File: src/rtl/zpb_pkg.sv
package zpb_pkg;

  localparam int unsigned DATA_W = 8;
  localparam int unsigned IDX_W  = $clog2(DATA_W);

  typedef enum logic [2:0] {
    ST_IDLE,
    ST_OPND,
    ST_READ,
    ST_DUMMY,
    ST_WRITE
  } seq_state_t;

  typedef struct packed {
    logic             set;
    logic [IDX_W-1:0] idx;
  } bitop_t;

  function automatic logic op_is_legal(input logic [DATA_W-1:0] op);
    return op[3:0] == 4'h7;
  endfunction

  function automatic bitop_t op_fields(input logic [DATA_W-1:0] op);
    bitop_t f;
    f.set = op[7];
    f.idx = op[6:4];
    return f;
  endfunction

  function automatic logic [DATA_W-1:0] bit_mask(input logic [IDX_W-1:0] idx);
    return DATA_W'(1) << idx;
  endfunction

  function automatic logic [DATA_W-1:0] apply_bitop(input logic [DATA_W-1:0] d,
                                                    input bitop_t f);
    logic [DATA_W-1:0] m;
    m = bit_mask(f.idx);
    return f.set ? (d | m) : (d & ~m);
  endfunction

endpackage

File: src/rtl/zpb_decode.sv
module zpb_decode
  import zpb_pkg::*;
(
  input  logic              clk,
  input  logic              rst,
  input  logic [DATA_W-1:0] opcode,
  input  logic              accept,
  output logic              legal,
  output bitop_t            fields_q
);

  bitop_t fields_now;

  always_comb begin
    legal      = op_is_legal(opcode);
    fields_now = op_fields(opcode);
  end

  always_ff @(posedge clk) begin
    if (rst) begin
      fields_q <= '0;
    end else if (accept) begin
      fields_q <= fields_now;
    end
  end

  // A legal start must latch bit 7 and bits 6:4 of the opcode.
  a_r3_fields_latched: assert property (@(posedge clk) disable iff (rst)
    accept |=> (fields_q.idx == $past(opcode[6:4]) && fields_q.set == $past(opcode[7])));

endmodule

File: src/rtl/zpb_fsm.sv
module zpb_fsm
  import zpb_pkg::*;
(
  input  logic       clk,
  input  logic       rst,
  input  logic       start,
  input  logic       legal,
  output seq_state_t state_q,
  output logic       accept,
  output logic       illegal,
  output logic       done
);

  seq_state_t state_d;
  logic       idle;

  always_comb begin
    idle    = (state_q == ST_IDLE);
    accept  = idle && start && legal;
    illegal = idle && start && !legal;
    done    = (state_q == ST_WRITE);
  end

  always_comb begin
    state_d = state_q;
    unique case (state_q)
      ST_IDLE:  if (accept) state_d = ST_OPND;
      ST_OPND:  state_d = ST_READ;
      ST_READ:  state_d = ST_DUMMY;
      ST_DUMMY: state_d = ST_WRITE;
      ST_WRITE: state_d = ST_IDLE;
      default:  state_d = ST_IDLE;
    endcase
  end

  always_ff @(posedge clk) begin
    if (rst) state_q <= ST_IDLE;
    else     state_q <= state_d;
  end

  a_r1_illegal_stays_idle: assert property (@(posedge clk) disable iff (rst)
    illegal |=> state_q == ST_IDLE);

  a_r8_done_single: assert property (@(posedge clk) disable iff (rst)
    done |=> !done);

  a_r8_done_then_idle: assert property (@(posedge clk) disable iff (rst)
    done |=> state_q == ST_IDLE);

  a_r9_busy_no_accept: assert property (@(posedge clk) disable iff (rst)
    (start && !idle) |=> state_q != ST_OPND);

endmodule

File: src/rtl/zpb_datapath.sv
module zpb_datapath
  import zpb_pkg::*;
#(
  parameter int unsigned ADDR_W = 16,
  parameter logic [ADDR_W-DATA_W-1:0] ZP_PAGE = '0
)(
  input  logic              clk,
  input  logic              rst,
  input  logic              accept,
  input  seq_state_t        state_q,
  input  logic [ADDR_W-1:0] pc,
  input  bitop_t            fields_q,
  input  logic [DATA_W-1:0] mem_rdata,
  output logic [ADDR_W-1:0] mem_addr,
  output logic              mem_rd,
  output logic              mem_wr,
  output logic [DATA_W-1:0] mem_wdata
);

  logic [ADDR_W-1:0] opnd_addr_q;
  logic [DATA_W-1:0] zp_q;
  logic [DATA_W-1:0] data_q;
  logic [ADDR_W-1:0] zp_addr;
  logic [DATA_W-1:0] new_byte;

  always_ff @(posedge clk) begin
    if (rst) begin
      opnd_addr_q <= '0;
      zp_q        <= '0;
      data_q      <= '0;
    end else begin
      if (accept)               opnd_addr_q <= pc + ADDR_W'(1);
      if (state_q == ST_OPND)   zp_q        <= mem_rdata;
      if (state_q == ST_READ)   data_q      <= mem_rdata;
    end
  end

  always_comb begin
    zp_addr   = {ZP_PAGE, zp_q};
    new_byte  = apply_bitop(data_q, fields_q);
    mem_addr  = '0;
    mem_rd    = 1'b0;
    mem_wr    = 1'b0;
    mem_wdata = '0;
    unique case (state_q)
      ST_OPND: begin
        mem_rd   = 1'b1;
        mem_addr = opnd_addr_q;
      end
      ST_READ, ST_DUMMY: begin
        mem_rd   = 1'b1;
        mem_addr = zp_addr;
      end
      ST_WRITE: begin
        mem_wr    = 1'b1;
        mem_addr  = zp_addr;
        mem_wdata = new_byte;
      end
      default: ;
    endcase
  end

  a_r5_dummy_same_addr: assert property (@(posedge clk) disable iff (rst)
    (state_q == ST_DUMMY) |-> (mem_rd && mem_addr == $past(mem_addr)));

  a_r5_zero_page: assert property (@(posedge clk) disable iff (rst)
    (state_q == ST_READ) |-> mem_addr[ADDR_W-1:DATA_W] == ZP_PAGE);

  a_r6_other_bits_kept: assert property (@(posedge clk) disable iff (rst)
    mem_wr |-> (((mem_wdata ^ $past(mem_rdata, 2)) & ~bit_mask(fields_q.idx)) == '0));

  a_r2_bit_forced: assert property (@(posedge clk) disable iff (rst)
    mem_wr |-> mem_wdata[fields_q.idx] == fields_q.set);

endmodule

File: src/rtl/zp_bitop_seq.sv
module zp_bitop_seq
  import zpb_pkg::*;
#(
  parameter int unsigned ADDR_W = 16,
  parameter logic [ADDR_W-DATA_W-1:0] ZP_PAGE = '0
)(
  input  logic              clk,
  input  logic              rst,
  input  logic              start,
  input  logic [DATA_W-1:0] opcode,
  input  logic [ADDR_W-1:0] pc,
  output logic [ADDR_W-1:0] mem_addr,
  output logic              mem_rd,
  output logic              mem_wr,
  output logic [DATA_W-1:0] mem_wdata,
  input  logic [DATA_W-1:0] mem_rdata,
  output logic              done,
  output logic              illegal
);

  logic       legal;
  logic       accept;
  bitop_t     fields_q;
  seq_state_t state_q;

  zpb_decode i_decode (
    .clk      (clk),
    .rst      (rst),
    .opcode   (opcode),
    .accept   (accept),
    .legal    (legal),
    .fields_q (fields_q)
  );

  zpb_fsm i_fsm (
    .clk     (clk),
    .rst     (rst),
    .start   (start),
    .legal   (legal),
    .state_q (state_q),
    .accept  (accept),
    .illegal (illegal),
    .done    (done)
  );

  zpb_datapath #(
    .ADDR_W  (ADDR_W),
    .ZP_PAGE (ZP_PAGE)
  ) i_datapath (
    .clk       (clk),
    .rst       (rst),
    .accept    (accept),
    .state_q   (state_q),
    .pc        (pc),
    .fields_q  (fields_q),
    .mem_rdata (mem_rdata),
    .mem_addr  (mem_addr),
    .mem_rd    (mem_rd),
    .mem_wr    (mem_wr),
    .mem_wdata (mem_wdata)
  );

  a_r7_strobes_exclusive: assert property (@(posedge clk) disable iff (rst)
    !(mem_rd && mem_wr));

  a_r8_done_on_write: assert property (@(posedge clk) disable iff (rst)
    done |-> mem_wr);

  a_r7_write_after_reads: assert property (@(posedge clk) disable iff (rst)
    mem_wr |-> ($past(mem_rd, 1) && $past(mem_rd, 2) && $past(mem_rd, 3)));

  a_r1_illegal_no_bus: assert property (@(posedge clk) disable iff (rst)
    illegal |=> (!mem_rd && !mem_wr));

  a_r4_operand_fetch: assert property (@(posedge clk) disable iff (rst)
    accept |=> (mem_rd && mem_addr == $past(pc) + ADDR_W'(1)));

endmodule

File: config.mk
export PLATFORM = sky130hd
export DESIGN_NAME = zp_bitop_seq
export DESIGN_NICKNAME = d
export VERILOG_FILES = /design/src/rtl/zpb_pkg.sv /design/src/rtl/zpb_decode.sv /design/src/rtl/zpb_fsm.sv /design/src/rtl/zpb_datapath.sv /design/src/rtl/zp_bitop_seq.sv
export SDC_FILE = /design/constraint.sdc
export NUM_CORES = 1
export LEC_CHECK = 0
export ABC_AREA = 1
export BUFFER_PORTS_ARGS = -buffer_cell sky130_fd_sc_hd__buf_4
export CAP_MARGIN = 20
export CORE_AREA = 4 4 69 71
export DETAILED_ROUTE_END_ITERATION = 10
export DIE_AREA = 0 0 73 75
export HOLD_SLACK_MARGIN = 0.1
export PLACE_DENSITY = 0.77
export SLEW_MARGIN = 20
export SYNTH_ARGS = -nofsm -noshare
export SYNTH_HDL_FRONTEND = slang
export SYNTH_SLANG_ARGS = --single-unit
File: constraint.sdc
create_clock -name clk -period 2 [get_ports clk]
set_input_delay 0.6 -clock clk [delete_from_list [all_inputs] [get_ports clk]]
set_output_delay 0.6 -clock clk [all_outputs]
set_load 0.01 [all_outputs]
==> results.sh <==
export IMPL_status="complete, but fails checks"
export IMPL_violations="setup timing"
export IMPL_synth_cell_types=24
export IMPL_drc=0
export IMPL_grt_max_degree=34
export IMPL_r2r_start="i_fsm.state_q[0]"
export IMPL_power_leakage_nw=1.25
export IMPL_layout_commonest_cell="buf_4"
export IMPL_utilization_pct=67.7
export IMPL_cts_tree="built"
export IMPL_gr_total_overflow=0
export IMPL_slowest_delay_ps=370
export IMPL_grt_util_all_layers_pct=21.0
export IMPL_final_nets=422
export IMPL_core_um2=4230
export IMPL_die_h_um=75
export IMPL_clk_pin_slew_ps=70
export IMPL_cp_max_fo=8
export IMPL_ys_seq_area_share_pct=37.9
export IMPL_grt_pass1_vias=2026
export IMPL_placed_cell_area_um2=2560
export IMPL_ir_drop_v=0.000505
export IMPL_p_per_area_nw_per_um2=572
export IMPL_antenna_found_initial=0
export IMPL_area_delta_synth_final_pct=39.0
export IMPL_syn_inst=315
export IMPL_cts_htree_levels=2
export IMPL_vias=2224
export IMPL_holdBufCountCts=0
export IMPL_ys_ff_latch=39
export IMPL_worstMarginPinSlew_ps=531
export IMPL_max_freq_ghz=0.477
export IMPL_r2r_end="i_datapath.opnd_addr_q[14]"
export IMPL_rsz0062_at_grt="true"
export IMPL_rows=24
export IMPL_final_cell_mix="70 x buf_4, 58 x inv_1, 41 x nand2_1"
export IMPL_gp_congestion=0.839
export IMPL_start_util_pct=48.7
export IMPL_dr_pass1_iters=4
export IMPL_synth_edf_count=0
export IMPL_path_cells="nor2_4, inv_2, nor2_4, buf_6, a21oi_4, o22ai_2, buf_4"
export IMPL_synth_fp_nets=351
export IMPL_cp_arrival_ps=1490
export IMPL_min_to="i_datapath.zp_q[5]"
export IMPL_port_buffers=62
export IMPL_setup_viol=16
export IMPL_die_area_um2=5480
export IMPL_drive_gt1_share_pct=28.5
export IMPL_synthFlopType="dfxtp_1"
export IMPL_min_period_over_period_pct=105
export IMPL_wl_per_cell_um=12.7
export IMPL_diodes=0
export IMPL_hold_viol_final=0
export IMPL_min_delay_start="i_datapath.zp_q[5]"
export IMPL_critPathBufInv=3
export IMPL_dp_slack_ps=-60.9
export IMPL_grt_pass1_wl_um=8930
export IMPL_yosys_warnings=0
export IMPL_cp_start_kind="flip-flop"
export IMPL_syn_cell_area_um2=2060
export IMPL_crit_family="compound AO/OA/AOI/OAI gates"
export IMPL_end_kind="output pin"
export IMPL_worst_slack_ps=-94.5
export IMPL_maxCapViolCount=0
export IMPL_clock_root_buffer="clkbuf_8"
export IMPL_async_flop_share_pct=0
export IMPL_clock_sinks=39
export IMPL_period_minus_slack_ps=2090
export IMPL_final_antenna_net_count=0
export IMPL_finClkSkew_ps=5.29
export IMPL_required_ps=1400
export IMPL_n_fill_cell=397
export IMPL_reg2reg_depth=10
export IMPL_hp_class="reg2reg"
export IMPL_routed_wl_um=5540
export IMPL_numCtsBuffers=5
export IMPL_clock_path_buffers=2
export IMPL_dieWidth_um=73
export IMPL_io_pins=63
export IMPL_path_class="reg2out"
export IMPL_cp_slowest_cell="dfxtp_4"
export IMPL_finalMaxSlewViolations=0
export IMPL_cpMostUsedCell="nor2_4"
export IMPL_first_iter_violations=76
export IMPL_reg2reg_setup_slack_ps=390
export IMPL_clk_latency_ps=290
export IMPL_avgSynthCellArea_um2=6.54
export IMPL_hpwl_um=3770
export IMPL_viasPerCell=5.08
export IMPL_slew_headroom_pct=64.6
export IMPL_final_cell_area_um2=2870
export IMPL_holdPathStages=2
[metrics by stage]
step	setup TNS (ps)	hold WS, ps	total power (W)	cells
after detailed placement	-126	446	0.00101	421
final	-751	453	0.00164	438
after global routing	-1700	481	0.00170	438
after global placement	-26.9	440	0.00101	421
after CTS	-442	457	0.00164	435
after floorplan	0	429	0.000921	315
[registers in the layout, summed over array words and instances (netlist names)]
signal / count
i_decode.fields_q: 4
i_datapath.data_q: 8
i_datapath.zp_q: 8
i_fsm.state_q: 3
i_datapath.opnd_addr_q: 16
[power breakdown]
| part | total, W | internal, W | switching (W) |
|---|---|---|---|
| sequential | 0.000805 | 0.000795 | 0.00000950 |
| clock | 0.000626 | 0.000365 | 0.000261 |
| combinational | 0.000207 | 0.0000954 | 0.000112 |
[final cells by class]
type	count	area [µm²]	area share (%)
clock buffers	6	72.6	2.53
clock inverters	1	30.0	1.05
inverters	60	225	7.86
multi-input cells	203	1070	37.4
flip-flops and latches	39	788	27.5
well taps	52	65.1	2.27
repair buffers	77	613	21.4
[kinds of logic (layout without fill, tap and decap cells)]
logic type                 after synthesis  count (layout)  synth area share [%]
AOI/OAI and AO/OA                       89              89                  22.3
and+or+nand+nor                        108             108                  22.3
DFF                                     39              39                  37.9
buffers and inverters                   73             144                  14.7
adders and majority gates                1               1                 0.607
xor gates and xnor gates                 5               5                  2.13
[metal layers]
layer	track usage, %	vias to the layer above	part of all wire, %
met5	0	-	0
met4	7.99	0	2.1
met3	5.34	14	5.3
met2	36.9	60	51
met1	24.5	999	42
li1	-	1151	-
[worst register-to-register path: stages (launching register included)]
cell     delay [ps]
dfxtp_4         350
nor2_4          110
inv_2            60
buf_4           130
buf_4           130
nor2_2          100
nand2_2          70
inv_1           310
nand3_1         140
nand2_1          70
inv_1            40
[cell usage after synthesis, types with 3 or more instances]
cell,count,area share [%]
clkbuf_1,4,0.73
nand4_1,3,0.91
nand2_1,41,7.5
nor2_1,34,6.2
buf_2,4,0.97
nand3_1,23,5.6
nor2_2,3,0.91
inv_1,58,11
xor2_1,3,1.3
dfxtp_1,39,38
o21ai_0,38,9.2
o22ai_1,8,2.4
a21oi_1,41,10
[timing repair]
| action | 4_1_cts | 5_1_grt |
|---|---|---|
| resized for setup | 22 | 18 |
| gates cloned | 1 | 0 |
| setup buffers | 6 | 4 |
| endpoints found under the setup margin | 16 | 18 |
| pin swaps | 2 | 6 |
[worst max path at each step]
stage | startpoint | endpoint | slack (ps) | depth (start not counted)
2_1_floorplan | i_fsm.state_q[0] | mem_addr[0] | 230 | 5
3_3_place_gp | i_fsm.state_q[0] | mem_addr[4] | -20 | 6
3_5_place_dp | i_fsm.state_q[0] | mem_addr[4] | -60 | 6
4_1_cts | i_fsm.state_q[1] | mem_wdata[1] | -70 | 7
5_1_grt | i_fsm.state_q[1] | mem_addr[4] | -160 | 7
6_report | i_fsm.state_q[1] | mem_addr[4] | -90 | 7
Power figures use the tool's default switching activity.
